$ cat config.mk
export PLATFORM = sky130hd
export DESIGN_NAME = wdog_timer
export DESIGN_NICKNAME = d
export VERILOG_FILES = /design/src/rtl/wdog_pkg.sv /design/src/rtl/wdog_prescale.sv /design/src/rtl/wdog_postscale.sv /design/src/rtl/wdog_report.sv /design/src/rtl/wdog_timer.sv
export SDC_FILE = /design/constraint.sdc
export NUM_CORES = 1
export LEC_CHECK = 0
export BUFFER_PORTS_ARGS = -buffer_cell sky130_fd_sc_hd__buf_2
export CAP_MARGIN = 5
export CORE_MARGIN = 4
export CORE_UTILIZATION = 50
export CTS_BUF_LIST = sky130_fd_sc_hd__clkbuf_2 sky130_fd_sc_hd__clkbuf_4 sky130_fd_sc_hd__clkbuf_8
export DETAILED_ROUTE_END_ITERATION = 6
export GPL_ROUTABILITY_DRIVEN = 0
export PLACE_DENSITY = 0.7
export SLEW_MARGIN = 10
export SYNTH_ARGS = -nofsm -noshare
export SYNTH_HDL_FRONTEND = slang
export SYNTH_SLANG_ARGS = --single-unit
$ cat constraint.sdc
create_clock -name clk -period 2.9 [get_ports clk]
set_input_delay 0 -clock clk [delete_from_list [all_inputs] [get_ports clk]]
set_output_delay 0 -clock clk [all_outputs]
set_load 0.05 [all_outputs]
$ cat src/rtl/wdog_pkg.sv
package wdog_pkg;
  localparam int PRE_SHORT_LOG = 5;
  localparam int PRE_LONG_LOG  = 7;
  localparam int SEL_W         = 4;
  localparam int POST_W        = (1 << SEL_W) - 1;

  typedef enum logic [1:0] {
    REQ_NONE  = 2'd0,
    REQ_RESET = 2'd1,
    REQ_WAKE  = 2'd2
  } req_kind_e;
endpackage

$ cat src/rtl/wdog_prescale.sv
module wdog_prescale #(
  parameter int SHORT_LOG = 5,
  parameter int LONG_LOG  = 7
) (
  input  logic clk,
  input  logic rst_n,
  input  logic run,
  input  logic clr,
  input  logic long_sel,
  output logic tick
);
  localparam int W = LONG_LOG;
  localparam logic [W-1:0] LIM_SHORT = W'((1 << SHORT_LOG) - 1);
  localparam logic [W-1:0] LIM_LONG  = W'((1 << LONG_LOG) - 1);

  logic [W-1:0] cnt;
  logic [W-1:0] limit;

  assign limit = long_sel ? LIM_LONG : LIM_SHORT;
  // >= keeps the wrap safe if the select shrinks mid-count
  assign tick  = run && (cnt >= limit);

  always_ff @(posedge clk or negedge rst_n) begin
    if (!rst_n)             cnt <= '0;
    else if (clr || !run)   cnt <= '0;
    else if (tick)          cnt <= '0;
    else                    cnt <= cnt + 1'b1;
  end
endmodule

$ cat src/rtl/wdog_postscale.sv
module wdog_postscale #(
  parameter int SEL_W = 4
) (
  input  logic             clk,
  input  logic             rst_n,
  input  logic             clr,
  input  logic             tick,
  input  logic [SEL_W-1:0] sel,
  output logic             term
);
  localparam int POST_W = (1 << SEL_W) - 1;

  logic [POST_W-1:0] cnt;
  logic [POST_W-1:0] mask;

  // mask has the low N bits set for a select of N
  for (genvar g = 0; g < POST_W; g++) begin : g_mask
    assign mask[g] = (sel > SEL_W'(g));
  end

  assign term = tick && (cnt == mask);

  always_ff @(posedge clk or negedge rst_n) begin
    if (!rst_n)      cnt <= '0;
    else if (clr)    cnt <= '0;
    else if (term)   cnt <= '0;
    else if (tick)   cnt <= cnt + 1'b1;
  end
endmodule

$ cat src/rtl/wdog_report.sv
module wdog_report
  import wdog_pkg::*;
(
  input  logic clk,
  input  logic rst_n,
  input  logic term,
  input  logic restart,
  input  logic lowpwr,
  input  logic flag_clr,
  output logic rst_req,
  output logic wake_req,
  output logic to_flag
);
  req_kind_e kind;
  logic      fire;

  assign fire = term && !restart;

  always_comb begin
    kind = REQ_NONE;
    if (fire) kind = lowpwr ? REQ_WAKE : REQ_RESET;
  end

  always_ff @(posedge clk or negedge rst_n) begin
    if (!rst_n) begin
      rst_req  <= 1'b0;
      wake_req <= 1'b0;
      to_flag  <= 1'b0;
    end else begin
      rst_req  <= (kind == REQ_RESET);
      wake_req <= (kind == REQ_WAKE);
      to_flag  <= (to_flag && !flag_clr) || fire;
    end
  end
endmodule

$ cat src/rtl/wdog_timer.sv
module wdog_timer
  import wdog_pkg::*;
#(
  parameter int SHORT_LOG = PRE_SHORT_LOG,
  parameter int LONG_LOG  = PRE_LONG_LOG,
  parameter int SW        = SEL_W
) (
  input  logic          clk,
  input  logic          rst_n,
  input  logic          en,
  input  logic          pre_long,
  input  logic [SW-1:0] post_sel,
  input  logic          sw_clr,
  input  logic          clk_sw_done,
  input  logic          lp_enter,
  input  logic          lp_exit,
  input  logic          in_lowpower,
  input  logic          flag_clr,
  output logic          osc_en,
  output logic          rst_req,
  output logic          wake_req,
  output logic          to_flag
);
  logic restart;
  logic hold_zero;
  logic pre_tick;
  logic post_term;

  assign restart   = sw_clr | clk_sw_done | lp_enter | lp_exit;
  assign hold_zero = restart | ~en;
  assign osc_en    = en;

  wdog_prescale #(.SHORT_LOG(SHORT_LOG), .LONG_LOG(LONG_LOG)) u_pre (
    .clk      (clk),
    .rst_n    (rst_n),
    .run      (en),
    .clr      (restart),
    .long_sel (pre_long),
    .tick     (pre_tick)
  );

  wdog_postscale #(.SEL_W(SW)) u_post (
    .clk   (clk),
    .rst_n (rst_n),
    .clr   (hold_zero),
    .tick  (pre_tick),
    .sel   (post_sel),
    .term  (post_term)
  );

  wdog_report u_rep (
    .clk      (clk),
    .rst_n    (rst_n),
    .term     (post_term),
    .restart  (restart),
    .lowpwr   (in_lowpower),
    .flag_clr (flag_clr),
    .rst_req  (rst_req),
    .wake_req (wake_req),
    .to_flag  (to_flag)
  );
endmodule

Word level (Yosys, flattened, before mapping):

Index checks and enable logic that the tools add are counted.

* bits in registers: 25
* word-level logic and storage cells: 49

* $add $sub $neg: 2
* magnitude comparators: 16
* eq/ne operators: 3
* mux-type cells: 8
* bitwise logic cells: 5
* reductions and logical operators: 10

Operator list (count)
* 2-to-1 mux 15 bit: 3
* greater-than comparator 4 bit, second input constant: 7
* 2-to-1 mux 7 bit: 3
* greater-than comparator 4 x 3 -> 1 bit, second input constant: 4
* adder 15 x 1 -> 15 bit, second input constant: 1
* equality test 15 bit: 1
* greater-than comparator 4 x 1 -> 1 bit, second input constant: 2
* greater-than comparator 4 x 2 -> 1 bit, second input constant: 2
* adder 7 x 1 -> 7 bit, second input constant: 1
* >= comparator 7 bit: 1
* logical AND 1 bit: 4
* 2-to-1 mux 2 bit: 2
* OR 1 bit: 4
* zero test 1 bit: 3
* nonzero test 3 bit: 1
* equality test 2 x 1 -> 1 bit, second input constant: 1
* equality test 2 bit, second input constant: 1
* logical OR 1 bit: 2
* NOT 1 bit: 1

Depth between registers and ports, before layout:

* depth in word-level cells: 7
* gate-level depth with buffers: 9
* gate-level depth less buffers: 8

By module:

From an unflattened synthesis, not the netlist that was laid out.

* cells, all modules: 223
* area, all modules: 1859.3 um2

By module, submodules not included
* wdog_postscale: instances 1, cells each 164, area an instance 1287.5 um2, sequential area each 375.4 um2
* wdog_prescale: instances 1, cells each 46, area an instance 426.7 um2, sequential area each 175.2 um2
* wdog_report: instances 1, cells each 9, area an instance 117.6 um2, sequential area each 75.1 um2
* wdog_timer: instances 1, cells each 4, area an instance 27.5 um2, sequential area each 0.0 um2

Worst setup path before layout:

OpenSTA, ideal clock, no wires.

* path kind: reg-to-reg
* from: reg u_post.cnt[3]
* to: reg u_post.cnt[1]
* data arrival time: 1.863 ns
* data required time: 2.775 ns
* setup slack: 0.913 ns
* stages on the path, launching flop included: 8
* period minus slack after synthesis: 1.987 ns
* path through: dfrtp_1 > clkbuf_1 > a2111oi_4 > o22ai_1 > a2111o_1 > nor3_4 > buf_6 > o22ai_2

* cells in the longest elaborated chain, start to end: 4

RTL lines
* from (decl): RTL line wdog_postscale.sv:13 `logic [POST_W-1:0] cnt;`
* from (signal assigned): RTL line wdog_postscale.sv:27 `else if (tick) cnt <= cnt + 1'b1;`
* equality test 15 bit *: RTL line wdog_postscale.sv:21 `assign term = tick && (cnt == mask);`
* logical AND 1 bit *: RTL line wdog_postscale.sv:21
* 2-to-1 mux 15 bit: RTL line wdog_postscale.sv:26 `else if (term) cnt <= '0;`
* 2-to-1 mux 15 bit: RTL line wdog_postscale.sv:25 `else if (clr) cnt <= '0;`

Mark *: on every way between the ends. The rest lies on a longest branch, timed or not.
A chain may end at the register's enable or synchronous reset.

Worst setup path after layout:

* from: reg u_post.cnt[3]
* to: reg u_rep.wake_req

* cells in the longest elaborated chain, start to end: 5

RTL lines
* equality test 15 bit: RTL line wdog_postscale.sv:21
* logical AND 1 bit: RTL line wdog_postscale.sv:21
* logical AND 1 bit: RTL line wdog_report.sv:17 `assign fire = term && !restart;`
* 2-to-1 mux 2 bit: RTL line wdog_report.sv:21 `if (fire) kind = lowpwr ? REQ_WAKE : REQ_RESET;`
* equality test 2 bit: RTL line wdog_report.sv:31 `wake_req <= (kind == REQ_WAKE);`
* to (signal assigned): RTL line wdog_report.sv:31
* to (decl): RTL line wdog_report.sv:11 `output logic wake_req,`

No other way between the ends.

==> flow_metrics.tcl <==
set metrics [dict create \
    status "finished, final reports clean" \
    finalMaxSlewViolations 0 \
    hold_viol_final 0 \
    use_met2_pct 29.96 \
    synth_edf_count 0 \
    synth_top_cell_by_area "dfrtp_1" \
    seqPwrFrac_pct 60.3 \
    grt_max_degree 26 \
    cts-root-buf "clkbuf_4" \
    finalClockSkew_ns 0.006495 \
    worst_ep_required_time_ns 3.17 \
    insertion_delay_ns 0.32 \
    setup_ws_ns 0.3293 \
    end_kind "flip-flop" \
    die_w_microns 65.41 \
    htreeDepth 1 \
    first_pass_iters 4 \
    path_class "reg2reg" \
    power_density_nw_per_um2 314.2 \
    crit_arrival_ns 2.84 \
    wl_microns 3746 \
    ir_drop_mv 0.2661 \
    ctsResizeCount 0 \
    use_met1_pct 27.12 \
    regArea_sq_um 625.6 \
    final-setup-viol-count 0 \
    cts.sinks 25 \
    io_pins 18 \
    grt-busiest-layer "met2" \
    dpl.hpwl_microns 2685 \
    multi_input_area_sq_um 924.6 \
    syn_inst 183 \
    synth_area_leaders "dfrtp_1 38%, xor2_1 5.8%, nor3_1 5.2%" \
    total_leakage_power_uw 0.0008306 \
    hold_ws_ns 0.02322 \
    drc 0 \
    drive_gt1_share_pct 15.35 \
    start_util_pct 53.10 \
    critPathCapture "u_rep.wake_req" \
    grt_pass1_wl_microns 6354 \
    synthArstFlopShare_pct 100.0 \
    ant_nets 0 \
    reg2reg_depth 6 \
    rrSetupSlack_ns 0.33 \
    postSynthAreaPerCell_sq_um 9.005 \
    p_int_uw 437.3 \
    io_buffers 17 \
    p_sw_uw 141.7 \
    vias 1439 \
    synthesis.nets 201 \
    setup_tns_ns 0 \
    diodes 0 \
    path_max_fanout 8 \
    row_count 20 \
    synth_warnings 0 \
    final.fill_count 283 \
    rr_endpoint "u_rep.wake_req" \
    pre_cts_ws_ns 0.5960 \
    comb_power_share_pct 11.2 \
    netlist.area_leader.share_pct 37.97 \
    power.share.clock_pct 28.5 \
    nets 221 \
    dominantRegCellSynth "dfrtp_1" \
    timing.fmax_ghz 0.3890 \
    drtIter0Drc 129 \
    worstSetupStartpoint "u_post.cnt[3]" \
    cts_tree "built" \
    post-route-min-period_ns 2.571 \
    antenna_found_initial 0 \
    fp.dieH_microns 65.41 \
    worstMarginPinSlew_ns 0.6155 \
    grt_pass1_vias 1364 \
    numCtsBuffers 3 \
    r2r_start "u_post.cnt[3]" \
    grtUsageTotal_pct 18.82 \
    hold_path.class "in2reg" \
    wl_per_cell_microns 15.23 \
    swShare_pct 24.47 \
    syn-cell-area_sq_um 1648 \
    grt-ovfl-total 0 \
    worst_setup_path_start_kind "flip-flop" \
    slew_headroom_pct 58.53 \
    cap_violations 0 \
    area_growth_pct 11.85 \
    ys_seq_area_share_pct 37.97 \
    clk_pin_slew_ns 0.13 \
    post_synth_num_cell_types 44 \
    use_met3_pct 2.393 \
    cts_buffer_depth 2 \
    ys_ff_latch 25 \
    dieArea_sq_um 4278 \
    core-area_sq_um 3103 \
    timing.final.crit_share_pct 88.64 \
    vias_per_cell 5.850 \
    rsz0062_at_grt "false" \
]
## Yosys cell counts (all sizes together) (2+ instances only)
cell type   n
a21o        3
a21oi       5
a22o        3
a31oi       2
and3        7
buf         7
clkbuf      5
dfrtp      25
ha          4
inv         8
nand2       7
nand2b      2
nand3       9
nand4       5
nor2       18
nor2b       3
nor3       18
o21ai       9
o22ai       3
or2         2
xnor2       9
xor2       11
## cell type report
cell class	instances	area share, %
Sequential cell	25	33.94
Tap cell	44	2.987
Timing Repair Buffer	27	9.640
Clock buffer	4	1.629
Inverter	8	1.629
Multi-Input combinational cell	138	50.17
## repair_timing
| item | in CTS | in global routing |
|---|---|---|
| buffers inserted | 0 | 3 |
| hold buffers | 5 | 2 |
| hold endpoints to repair | 28 | 1 |
| endpoints found under the setup margin | 0 | 1 |
## power by group through the flow
stage / clock [uW] / combinational [uW] / sequential, uW
finish: 165 / 64.9 / 349
global route: 189 / 72.9 / 349
CTS: 169 / 63.6 / 349
detailed placement: 0 / 59.3 / 356
global placement: 0 / 57.0 / 356
floorplan: 0 / 38.9 / 356
## critical path, cell delays in order, from the launching register on
cell and delay (ns):
dfrtp_1 0.51, a2111oi_4 0.36, o22ai_1 0.13, a2111o_1 0.41, nor3_4 0.35, and3_1 0.20
dlygate4sd3_1 0.55
## worst min path at each step
stage | from | endpoint | slack, ns | cells after the start
2_1_floorplan | rst_n | u_post.cnt[0] | -0.30 | 0
3_3_place_gp | rst_n | u_post.cnt[11] | 0.01 | 1
3_5_place_dp | rst_n | u_post.cnt[11] | 0.02 | 1
4_1_cts | clk_sw_done | u_rep.rst_req | 0.00006 | 3
5_1_grt | en | u_post.cnt[1] | 0.007 | 3
6_report | en | u_post.cnt[1] | 0.02 | 3
## state kept, by name, indices dropped and copies added, names as in the netlist
name / flops
u_pre.cnt: 7
u_rep.to_flag: 1
u_rep.rst_req: 1
u_rep.wake_req: 1
u_post.cnt: 15
## cell usage in the layout, fill, tap and decap left out, types with 3 or more instances in the layout
cell,Yosys,layout
a21o_1,3,3
nand2_1,7,7
a21oi_1,5,5
xnor2_1,9,9
nor2_1,18,18
buf_4,3,3
dlygate4sd3_1,0,7
clkbuf_4,0,4
nand4_1,5,5
a22o_1,3,3
o21ai_0,9,9
and3_1,7,7
buf_2,3,17
dfrtp_1,25,25
nor2b_1,3,3
ha_1,4,4
nand3_1,9,9
inv_1,8,8
nor3_1,17,17
xor2_1,11,11
## layer usage
| metal | share of wire [%] | vias to the layer above | routed length [microns] |
|---|---|---|---|
| met3 | 5.6 | 8 | 210 |
| met4 | 1.8 | 0 | 68 |
| li1 | - | 695 | - |
| met5 | 0 | - | 0 |
| met1 | 46 | 693 | 1712 |
| met2 | 47 | 43 | 1754 |
## cells by family after synthesis
kind of cell	Yosys count	synth area share [%]
AND/OR/NAND/NOR	77	25.06
AO/OA/AOI/OAI	36	16.70
flip-flops	25	37.97
XOR/XNOR	20	10.63
buffers and inverters	20	5.922
adder cells (fa/ha/maj)	4	3.037
multiplexers	1	0.6833
## stage by stage
step / instance area [sq um] / utilization (%) / instances / power [uW]
final: 1843 / 59.40 / 246 / 579.0
after global routing: 1843 / 59.40 / 246 / 611.6
after CTS: 1800 / 58.02 / 241 / 581.4
after detailed placement: 1720 / 55.44 / 232 / 415.0
after global placement: 1720 / 55.44 / 232 / 412.7
after floorplan: 1648 / - / 183 / 394.6
Power figures use the tool's default switching activity.
